`config.mk`:
```
export PLATFORM = sky130hd
export DESIGN_NAME = jtag_tap_ctrl
export DESIGN_NICKNAME = d
export VERILOG_FILES = /design/src/rtl/jtag_tap_pkg.sv /design/src/rtl/tap_fsm.sv /design/src/rtl/tap_ir.sv /design/src/rtl/tap_dr.sv /design/src/rtl/jtag_tap_ctrl.sv
export SDC_FILE = /design/constraint.sdc
export NUM_CORES = 1
export LEC_CHECK = 0
export ABC_CLOCK_PERIOD_IN_PS = 4900
export BUFFER_PORTS_ARGS = -buffer_cell sky130_fd_sc_hd__buf_4
export CAP_MARGIN = 20
export CORE_ASPECT_RATIO = 1.2
export CORE_MARGIN = 2
export CORE_UTILIZATION = 30
export DETAILED_ROUTE_END_ITERATION = 10
export SYNTH_ARGS = -nofsm -noshare
export SYNTH_HDL_FRONTEND = slang
export SYNTH_SLANG_ARGS = --single-unit
```
`constraint.sdc`:
```
create_clock -name tck -period 4.9 [get_ports tck]
set_input_delay 0.98 -clock tck [delete_from_list [all_inputs] [get_ports tck]]
set_output_delay 0.98 -clock tck [all_outputs]
set_load 0.01 [all_outputs]
```
`src/rtl/jtag_tap_pkg.sv`:
```
// Package: shared state type, data-register select type and the
// transition function of the sixteen-state test access port graph.
// Assumes one transition per rising test clock edge.
package jtag_tap_pkg;

    localparam int unsigned NUM_STATES = 16;

    typedef enum logic [3:0] {
        ST_RESET    = 4'd0,
        ST_IDLE     = 4'd1,
        ST_DR_SEL   = 4'd2,
        ST_DR_CAP   = 4'd3,
        ST_DR_SHIFT = 4'd4,
        ST_DR_EXIT1 = 4'd5,
        ST_DR_PAUSE = 4'd6,
        ST_DR_EXIT2 = 4'd7,
        ST_DR_UPD   = 4'd8,
        ST_IR_SEL   = 4'd9,
        ST_IR_CAP   = 4'd10,
        ST_IR_SHIFT = 4'd11,
        ST_IR_EXIT1 = 4'd12,
        ST_IR_PAUSE = 4'd13,
        ST_IR_EXIT2 = 4'd14,
        ST_IR_UPD   = 4'd15
    } tap_state_e;

    typedef enum logic {
        DR_PICK_BYPASS = 1'b0,
        DR_PICK_IDENT  = 1'b1
    } dr_pick_e;

    // Next state for a given current state and sampled mode-select bit.
    function automatic tap_state_e tap_step(input tap_state_e cur, input logic m);
        tap_state_e nxt;
        case (cur)
            ST_RESET:    nxt = m ? ST_RESET    : ST_IDLE;
            ST_IDLE:     nxt = m ? ST_DR_SEL   : ST_IDLE;
            ST_DR_SEL:   nxt = m ? ST_IR_SEL   : ST_DR_CAP;
            ST_DR_CAP:   nxt = m ? ST_DR_EXIT1 : ST_DR_SHIFT;
            ST_DR_SHIFT: nxt = m ? ST_DR_EXIT1 : ST_DR_SHIFT;
            ST_DR_EXIT1: nxt = m ? ST_DR_UPD   : ST_DR_PAUSE;
            ST_DR_PAUSE: nxt = m ? ST_DR_EXIT2 : ST_DR_PAUSE;
            ST_DR_EXIT2: nxt = m ? ST_DR_UPD   : ST_DR_SHIFT;
            ST_DR_UPD:   nxt = m ? ST_DR_SEL   : ST_IDLE;
            ST_IR_SEL:   nxt = m ? ST_RESET    : ST_IR_CAP;
            ST_IR_CAP:   nxt = m ? ST_IR_EXIT1 : ST_IR_SHIFT;
            ST_IR_SHIFT: nxt = m ? ST_IR_EXIT1 : ST_IR_SHIFT;
            ST_IR_EXIT1: nxt = m ? ST_IR_UPD   : ST_IR_PAUSE;
            ST_IR_PAUSE: nxt = m ? ST_IR_EXIT2 : ST_IR_PAUSE;
            ST_IR_EXIT2: nxt = m ? ST_IR_UPD   : ST_IR_SHIFT;
            ST_IR_UPD:   nxt = m ? ST_DR_SEL   : ST_IDLE;
            default:     nxt = ST_RESET;
        endcase
        return nxt;
    endfunction

endpackage

```
`src/rtl/tap_fsm.sv`:
```
// Module: tap_fsm
// Holds the controller state and advances it once per rising tck edge.
// It also expands the state into a one-hot vector.
// Assumes trst_n is synchronous to tck and active low.
module tap_fsm
    import jtag_tap_pkg::*;
(
    input  logic                  tck,
    input  logic                  trst_n,
    input  logic                  tms,
    output tap_state_e            state,
    output logic [NUM_STATES-1:0] state_onehot
);

    tap_state_e state_q;

    // State register: reset to Test-Logic-Reset, else follow the graph.
    always_ff @(posedge tck) begin
        if (!trst_n) begin
            state_q <= ST_RESET;
        end else begin
            state_q <= tap_step(state_q, tms);
        end
    end

    assign state = state_q;

    // One decoder bit per state.
    for (genvar gi = 0; gi < NUM_STATES; gi++) begin : g_onehot
        assign state_onehot[gi] = (state_q == tap_state_e'(gi));
    end

endmodule

```
`src/rtl/tap_ir.sv`:
```
// Module: tap_ir
// Instruction shift register, latched instruction, opcode decode and
// the two outward strobes. Capture-IR loads the identification opcode.
// Test-mode opcodes arm a start request that fires on the next stay in
// Run-Test/Idle. Assumes OP_IDCODE has 2'b01 in its two low bits.
module tap_ir
    import jtag_tap_pkg::*;
#(
    parameter int unsigned IR_W       = 8,
    parameter logic [IR_W-1:0] OP_IDCODE  = 8'h01,
    parameter logic [IR_W-1:0] OP_PROGRAM = 8'hC0,
    parameter logic [IR_W-1:0] OP_ERASE   = 8'hC1,
    parameter logic [IR_W-1:0] OP_VERIFY  = 8'hC2,
    parameter logic [IR_W-1:0] OP_BYPASS  = 8'hFF
) (
    input  logic            tck,
    input  logic            trst_n,
    input  logic            tdi,
    input  tap_state_e      state,
    output logic            ir_lsb,
    output logic [IR_W-1:0] instr,
    output dr_pick_e        dr_pick,
    output logic            test_start,
    output logic            update_pulse
);

    logic [IR_W-1:0] ir_shift_q;
    logic [IR_W-1:0] instr_q;
    logic            start_armed_q;
    logic            shifted_is_test;
    logic            latched_is_test;

    // True when an opcode belongs to the deferred test-mode group.
    function automatic logic is_test_op(input logic [IR_W-1:0] op);
        return (op == OP_PROGRAM) || (op == OP_ERASE) || (op == OP_VERIFY);
    endfunction

    assign shifted_is_test = is_test_op(ir_shift_q);
    assign latched_is_test = is_test_op(instr_q);

    // Instruction shift path: capture the ID opcode, then shift LSB first.
    always_ff @(posedge tck) begin
        if (!trst_n) begin
            ir_shift_q <= OP_IDCODE;
        end else if (state == ST_IR_CAP) begin
            ir_shift_q <= OP_IDCODE;
        end else if (state == ST_IR_SHIFT) begin
            ir_shift_q <= {tdi, ir_shift_q[IR_W-1:1]};
        end
    end

    // Latched instruction: ID opcode in reset, shifted opcode at Update-IR.
    always_ff @(posedge tck) begin
        if (!trst_n || state == ST_RESET) begin
            instr_q <= OP_IDCODE;
        end else if (state == ST_IR_UPD) begin
            instr_q <= ir_shift_q;
        end
    end

    // Start request: armed by a test opcode at Update-IR, spent in Idle.
    always_ff @(posedge tck) begin
        if (!trst_n || state == ST_RESET) begin
            start_armed_q <= 1'b0;
        end else if (state == ST_IR_UPD) begin
            start_armed_q <= shifted_is_test;
        end else if (state == ST_IDLE) begin
            start_armed_q <= 1'b0;
        end
    end

    // Data register choice from the latched opcode.
    always_comb begin
        case (instr_q)
            OP_IDCODE: dr_pick = DR_PICK_IDENT;
            OP_BYPASS: dr_pick = DR_PICK_BYPASS;
            default:   dr_pick = DR_PICK_BYPASS;
        endcase
    end

    // Update strobe for non-test instructions in either update state.
    always_comb begin
        case (state)
            ST_IR_UPD: update_pulse = !shifted_is_test;
            ST_DR_UPD: update_pulse = !latched_is_test;
            default:   update_pulse = 1'b0;
        endcase
    end

    assign test_start = (state == ST_IDLE) && start_armed_q;
    assign ir_lsb     = ir_shift_q[0];
    assign instr      = instr_q;

endmodule

```
`src/rtl/tap_dr.sv`:
```
// Module: tap_dr
// Data-register side: a one-bit bypass stage and the identification
// register. Both capture in Capture-DR and shift in Shift-DR. Only the
// register named by dr_pick is shifted and presented.
// Assumes bit 0 of ID_VALUE is 1.
module tap_dr
    import jtag_tap_pkg::*;
#(
    parameter int unsigned     ID_W     = 32,
    parameter logic [ID_W-1:0] ID_VALUE = 32'h1A5C_E0F3
) (
    input  logic       tck,
    input  logic       trst_n,
    input  logic       tdi,
    input  tap_state_e state,
    input  dr_pick_e   dr_pick,
    output logic       dr_lsb
);

    logic [ID_W-1:0] id_shift_q;
    logic            bypass_q;

    // Identification register: parallel load on capture, shift otherwise.
    always_ff @(posedge tck) begin
        if (!trst_n) begin
            id_shift_q <= ID_VALUE;
        end else if (dr_pick == DR_PICK_IDENT) begin
            if (state == ST_DR_CAP) begin
                id_shift_q <= ID_VALUE;
            end else if (state == ST_DR_SHIFT) begin
                id_shift_q <= {tdi, id_shift_q[ID_W-1:1]};
            end
        end
    end

    // Bypass stage: cleared on capture, one-bit delay while shifting.
    always_ff @(posedge tck) begin
        if (!trst_n) begin
            bypass_q <= 1'b0;
        end else if (dr_pick == DR_PICK_BYPASS) begin
            if (state == ST_DR_CAP) begin
                bypass_q <= 1'b0;
            end else if (state == ST_DR_SHIFT) begin
                bypass_q <= tdi;
            end
        end
    end

    assign dr_lsb = (dr_pick == DR_PICK_IDENT) ? id_shift_q[0] : bypass_q;

endmodule

```
`src/rtl/jtag_tap_ctrl.sv`:
```
// Module: jtag_tap_ctrl (top)
// Test access port controller with instruction decode. It ties the state
// machine to the instruction and data register sides, and retimes the
// serial output to the falling tck edge.
// Assumes a free-running or gated tck and a reset synchronous to tck.
module jtag_tap_ctrl
    import jtag_tap_pkg::*;
#(
    parameter int unsigned     IR_W       = 8,
    parameter int unsigned     ID_W       = 32,
    parameter logic [ID_W-1:0] ID_VALUE   = 32'h1A5C_E0F3,
    parameter logic [IR_W-1:0] OP_IDCODE  = 8'h01,
    parameter logic [IR_W-1:0] OP_PROGRAM = 8'hC0,
    parameter logic [IR_W-1:0] OP_ERASE   = 8'hC1,
    parameter logic [IR_W-1:0] OP_VERIFY  = 8'hC2,
    parameter logic [IR_W-1:0] OP_BYPASS  = 8'hFF
) (
    input  logic                  tck,
    input  logic                  trst_n,
    input  logic                  tms,
    input  logic                  tdi,
    output logic                  tdo,
    output logic                  tdo_en,
    output logic [NUM_STATES-1:0] state_onehot,
    output logic [IR_W-1:0]       instr,
    output logic                  test_start,
    output logic                  update_pulse
);

    tap_state_e state;
    dr_pick_e   dr_pick;
    logic       ir_lsb;
    logic       dr_lsb;
    logic       tdo_q;
    logic       tdo_en_q;

    tap_fsm u_fsm (
        .tck          (tck),
        .trst_n       (trst_n),
        .tms          (tms),
        .state        (state),
        .state_onehot (state_onehot)
    );

    tap_ir #(
        .IR_W       (IR_W),
        .OP_IDCODE  (OP_IDCODE),
        .OP_PROGRAM (OP_PROGRAM),
        .OP_ERASE   (OP_ERASE),
        .OP_VERIFY  (OP_VERIFY),
        .OP_BYPASS  (OP_BYPASS)
    ) u_ir (
        .tck          (tck),
        .trst_n       (trst_n),
        .tdi          (tdi),
        .state        (state),
        .ir_lsb       (ir_lsb),
        .instr        (instr),
        .dr_pick      (dr_pick),
        .test_start   (test_start),
        .update_pulse (update_pulse)
    );

    tap_dr #(
        .ID_W     (ID_W),
        .ID_VALUE (ID_VALUE)
    ) u_dr (
        .tck     (tck),
        .trst_n  (trst_n),
        .tdi     (tdi),
        .state   (state),
        .dr_pick (dr_pick),
        .dr_lsb  (dr_lsb)
    );

    // Output retiming: present serial data on the falling edge, shift states only.
    always_ff @(negedge tck) begin
        if (!trst_n) begin
            tdo_q    <= 1'b0;
            tdo_en_q <= 1'b0;
        end else begin
            tdo_en_q <= (state == ST_IR_SHIFT) || (state == ST_DR_SHIFT);
            tdo_q    <= (state == ST_IR_SHIFT) ? ir_lsb :
                        (state == ST_DR_SHIFT) ? dr_lsb : 1'b0;
        end
    end

    assign tdo    = tdo_q;
    assign tdo_en = tdo_en_q;

endmodule

```
* Word-level counts from Yosys, hierarchy flattened *
Index checks and enable logic that the tools add are counted.

operators by class
  equal/unequal tests = 22
  muxes and demuxes = 24
  bitwise gates (word level) = 2
  reductions and logical operators = 19

operators by type and width
  operator                                             count
  two-way mux 32 bit                                   2
  equality test 8 bit, second input constant           6
  case mux 4 bit (12 select lines)                     1
  equality test 4 bit, second input constant           8
  equality test 4 x 3 -> 1 bit, second input constant  4
  two-way mux 4 bit                                    4
  two-way mux 1 bit                                    11
  equality test 4 x 2 -> 1 bit, second input constant  2
  equality test 8 x 1 -> 1 bit, second input constant  1
  logical OR 1 bit                                     6
  two-way mux 2 bit                                    3
  two-way mux 3 bit                                    2
  OR reduction 2 bit                                   3
  equality test 4 x 1 -> 1 bit, second input constant  1
  zero test 4 bit                                      1
  AND reduction 2 bit                                  2
  nonzero test 2 bit                                   2
  zero test 1 bit                                      3
  OR reduction 3 bit                                   1
  NOT 1 bit                                            2
  case mux 1 bit (2 select lines)                      1
  logical AND 1 bit                                    1

storage, ports and cells
  bits in registers = 56
  input bits = 4
  output and inout bits = 28

* Depth between registers and ports, before layout *
  depth in word-level cells = 5
  gate-level depth with buffers = 7

* Cells and area by module *
Synthesis repeated with hierarchy kept, for this count alone.

unflattened totals
  cell total of the unflattened synthesis = 315
  area total of the unflattened synthesis = 2,785.2 um^2

by module, submodules not included
  module         times used  cells each  area an instance (um^2)
  tap_dr         1           150         1,480.2
  tap_ir         1           96          779.5
  tap_fsm        1           61          420.4
  jtag_tap_ctrl  1           8           105.1

==> out/qor.txt <==
Status -> finished, final reports clean
Synth area leader -> dfxtp_1
Post-synth ARST share -> 0%
EDFF count, synth -> 0
Busiest layer in global routing -> met2
Placer Congestion -> 0.7350
Post-route ant nets -> 0
Reg-to-reg setup timing slack -> 0.85 ns
Number of failing hold endpoints at the final stage -> 0
Final nets -> 318
Max-Cap Viols -> 0
Maximum single-stage delay on the critical path -> 0.32 ns
Initial Util -> 30.38%
Cells after synthesis -> 293
Root buffer selected by CTS -> clkbuf_8
Initial antenna violation count -> 0
Global routing usage on met3 -> 2.036%
Top cells by area, synth -> dfxtp_1 44%, nand2_1 6.1%, mux2i_1 5.8%
Post-route DRC -> 0
Post-CTS Setup Bufs -> 0
Global-route wire length before repair -> 9604 um
Multi-input logic area -> 1287 um2
DR iter-0 viols -> 84
Setup ws final -> 0.6656 ns
TritonCTS clock tree -> yes
Utilization after layout -> 35.19%
Buf/Inv on CP -> 1
Area Growth Syn to Fin -> 15.85%
Post-Syn Area per Cell -> 8.784 um2
Share of the synthesized area in the top cell type -> 43.56%
Leakage -> 1.226 nW
Setup TNS -> 0 ns
Largest net degree at the start of global routing -> 31
Slew headroom -> 42.00%
Hold buffer count at CTS -> 0
All-Layer GR Usage -> 12.83%
Worst vdd ir -> 103.4 uV
Crit path cell chain -> buf_4
Rows -> 37
Post-synth cell types -> 53
H-tree depth -> 2
Reg area -> 1121 um2
RSZ-0062 raised after global routing -> no
GR Util met1 -> 17.29%
Endpoints failing setup -> 0
Main synth FF type -> dfxtp_1
CP delay by family, top -> flip-flops
Crit path max fanout -> 1
Vias in the first global route -> 1869
Die span in x -> 88.56 um
Worst-skew pair later-pin latency -> 0.36 ns
Die Span Y -> 105.5 um
Seq cells post-synth -> 56
Routed length per instance -> 13.82 um
TritonCTS Buffers -> 5
Layout cells sized above 1 -> 19.05%
Clock Path Buffers -> 2
Vias per cell -> 5.021
Diode count -> 0
Least-Margin Pin Slew -> 0.8685 ns
Met2 GRT Util -> 20.78%
DP Worst Slack -> 0.6372 ns
Core box area -> 8472 um2
Setup Skew -> 0.05476 ns
Min-delay worst type -> flip-flop to flip-flop
PwrDens -> 273.8 nW/um2
Syn nets -> 297
Filler cell count -> 883
Initial DRT Pass Iterations -> 4
Vias post-DR -> 2169
Clock Pin Slew Worst Setup and Hold Paths -> 0.10 ns
Final WL -> 5971 um
Cell area after synthesis -> 2574 um2
Post-cts sizing count -> 0
Register area share after synthesis -> 43.56%
Overflow after GRT -> 0
WP data arrival -> 3.25 ns
Synth warn -> 0
CP Capture Type -> output port
Worst Path Required -> 3.92 ns
# IOs -> 32
Fin. max-slew vios -> 0
Crit path launch type -> flip-flop
Slowest CP cell -> dfxtp_1
Total die area -> 9339 um2
Port-buffer cells -> 31
Placed wire-length estimate -> 3985 um
CTS Sinks -> 56
Worst Setup Path Type -> flip-flop to output port
[where the power goes]
| part | switching (mW) | total [mW] | internal [mW] |
|---|---|---|---|
| sequential | 0.00332 | 0.467 | 0.463 |
| clock | 0.164 | 0.269 | 0.105 |
| combinational | 0.0477 | 0.0805 | 0.0328 |
| total | 0.215 | 0.816 | 0.601 |
[layer usage]
metal	vias to the layer above	share of wire, %
met5	-	0
met4	0	1.4
met3	9	3.5
met2	41	48
met1	1036	47
li1	1083	-
[Yosys cell counts, types with 4 or more instances]
master,count
clkbuf_1,16
inv_1,8
mux2_4,6
o22ai_1,7
nand4_1,5
a2bb2oi_1,4
dfxtp_1,56
a211oi_1,4
nand2b_1,14
nor3_1,5
nor2_1,20
o21ai_0,4
mux2i_1,15
nand2_1,42
a21oi_1,13
nand3_1,14
or3_1,8
[layout by cell type (no fill, tap or decap), types with 2 or more instances in the layout]
master | netlist | routed
dfxtp_1 | 56 | 56
nand2_1 | 42 | 42
buf_4 | 2 | 38
nor2_1 | 20 | 20
mux2i_1 | 15 | 15
nand2b_1 | 14 | 14
nand3_1 | 14 | 14
a21oi_1 | 13 | 13
inv_1 | 8 | 9
or3_1 | 8 | 8
o22ai_1 | 7 | 7
mux2_4 | 6 | 6
nand4_1 | 5 | 5
nor3_1 | 5 | 5
clkbuf_8 | 0 | 5
a211oi_1 | 4 | 4
a2bb2oi_1 | 4 | 4
o21ai_0 | 4 | 4
nor4b_1 | 3 | 3
a32oi_1 | 3 | 3
nor4_1 | 2 | 2
nor2b_1 | 2 | 2
clkinv_4 | 1 | 2
a22oi_1 | 2 | 2
o32a_1 | 2 | 2
nand3b_1 | 2 | 2
o21a_1 | 2 | 2
nor3b_1 | 2 | 2
[sequential cells by signal, summed over array words and instances, names as in the netlist]
name / flops
tdo: 1
tdo_en: 1
u_dr.bypass_q: 1
u_dr.id_shift_q: 32
u_fsm.state: 4
u_ir.instr: 8
u_ir.ir_shift_q: 8
u_ir.start_armed_q: 1
[final cells by class]
class | instances | area share, %
Sequential cell | 56 | 37.60
Multi-Input combinational cell | 201 | 43.18
Timing Repair Buffer | 38 | 9.568
Inverter | 10 | 1.427
Clock buffer | 5 | 2.308
Tap cell | 117 | 4.910
Clock inverter | 5 | 1.007
[logic make-up (layout without fill, tap and decap cells)]
kind of cell | after synthesis | count (layout) | synth area share [%]
simple gates | 127 | 127 | 25.62
mux | 22 | 22 | 9.771
buf+inv | 36 | 58 | 6.417
flops | 56 | 56 | 43.56
compound gates | 52 | 52 | 14.63
[path summary, 6_finish.rpt]
path | cells past startpoint | start | to
worst max-delay path | 1 | tdo$_SDFF_NN0_ | tdo
worst max register to register | 3 | u_fsm.state[2]$_SDFF_PN0_ | tdo$_SDFF_NN0_
worst min register to register | 2 | u_dr.id_shift_q[26]$_SDFFE_PN0P_ | u_dr.id_shift_q[26]$_SDFFE_PN0P_
worst min-delay path | 2 | u_dr.id_shift_q[26]$_SDFFE_PN0P_ | u_dr.id_shift_q[26]$_SDFFE_PN0P_
[stage by stage]
step / power (mW) / hold WS (ns) / std cells / cell area (um2)
floorplan: 0.5405 / 0.4304 / 293 / 2574
global route: 0.8503 / 0.4967 / 432 / 2982
detailed placement: 0.5614 / 0.4495 / 423 / 2887
global placement: 0.5597 / 0.4434 / 423 / 2887
CTS: 0.8247 / 0.4702 / 432 / 2982
finish: 0.8163 / 0.4629 / 432 / 2982
Note: power is estimated with default switching activity, not from simulation.
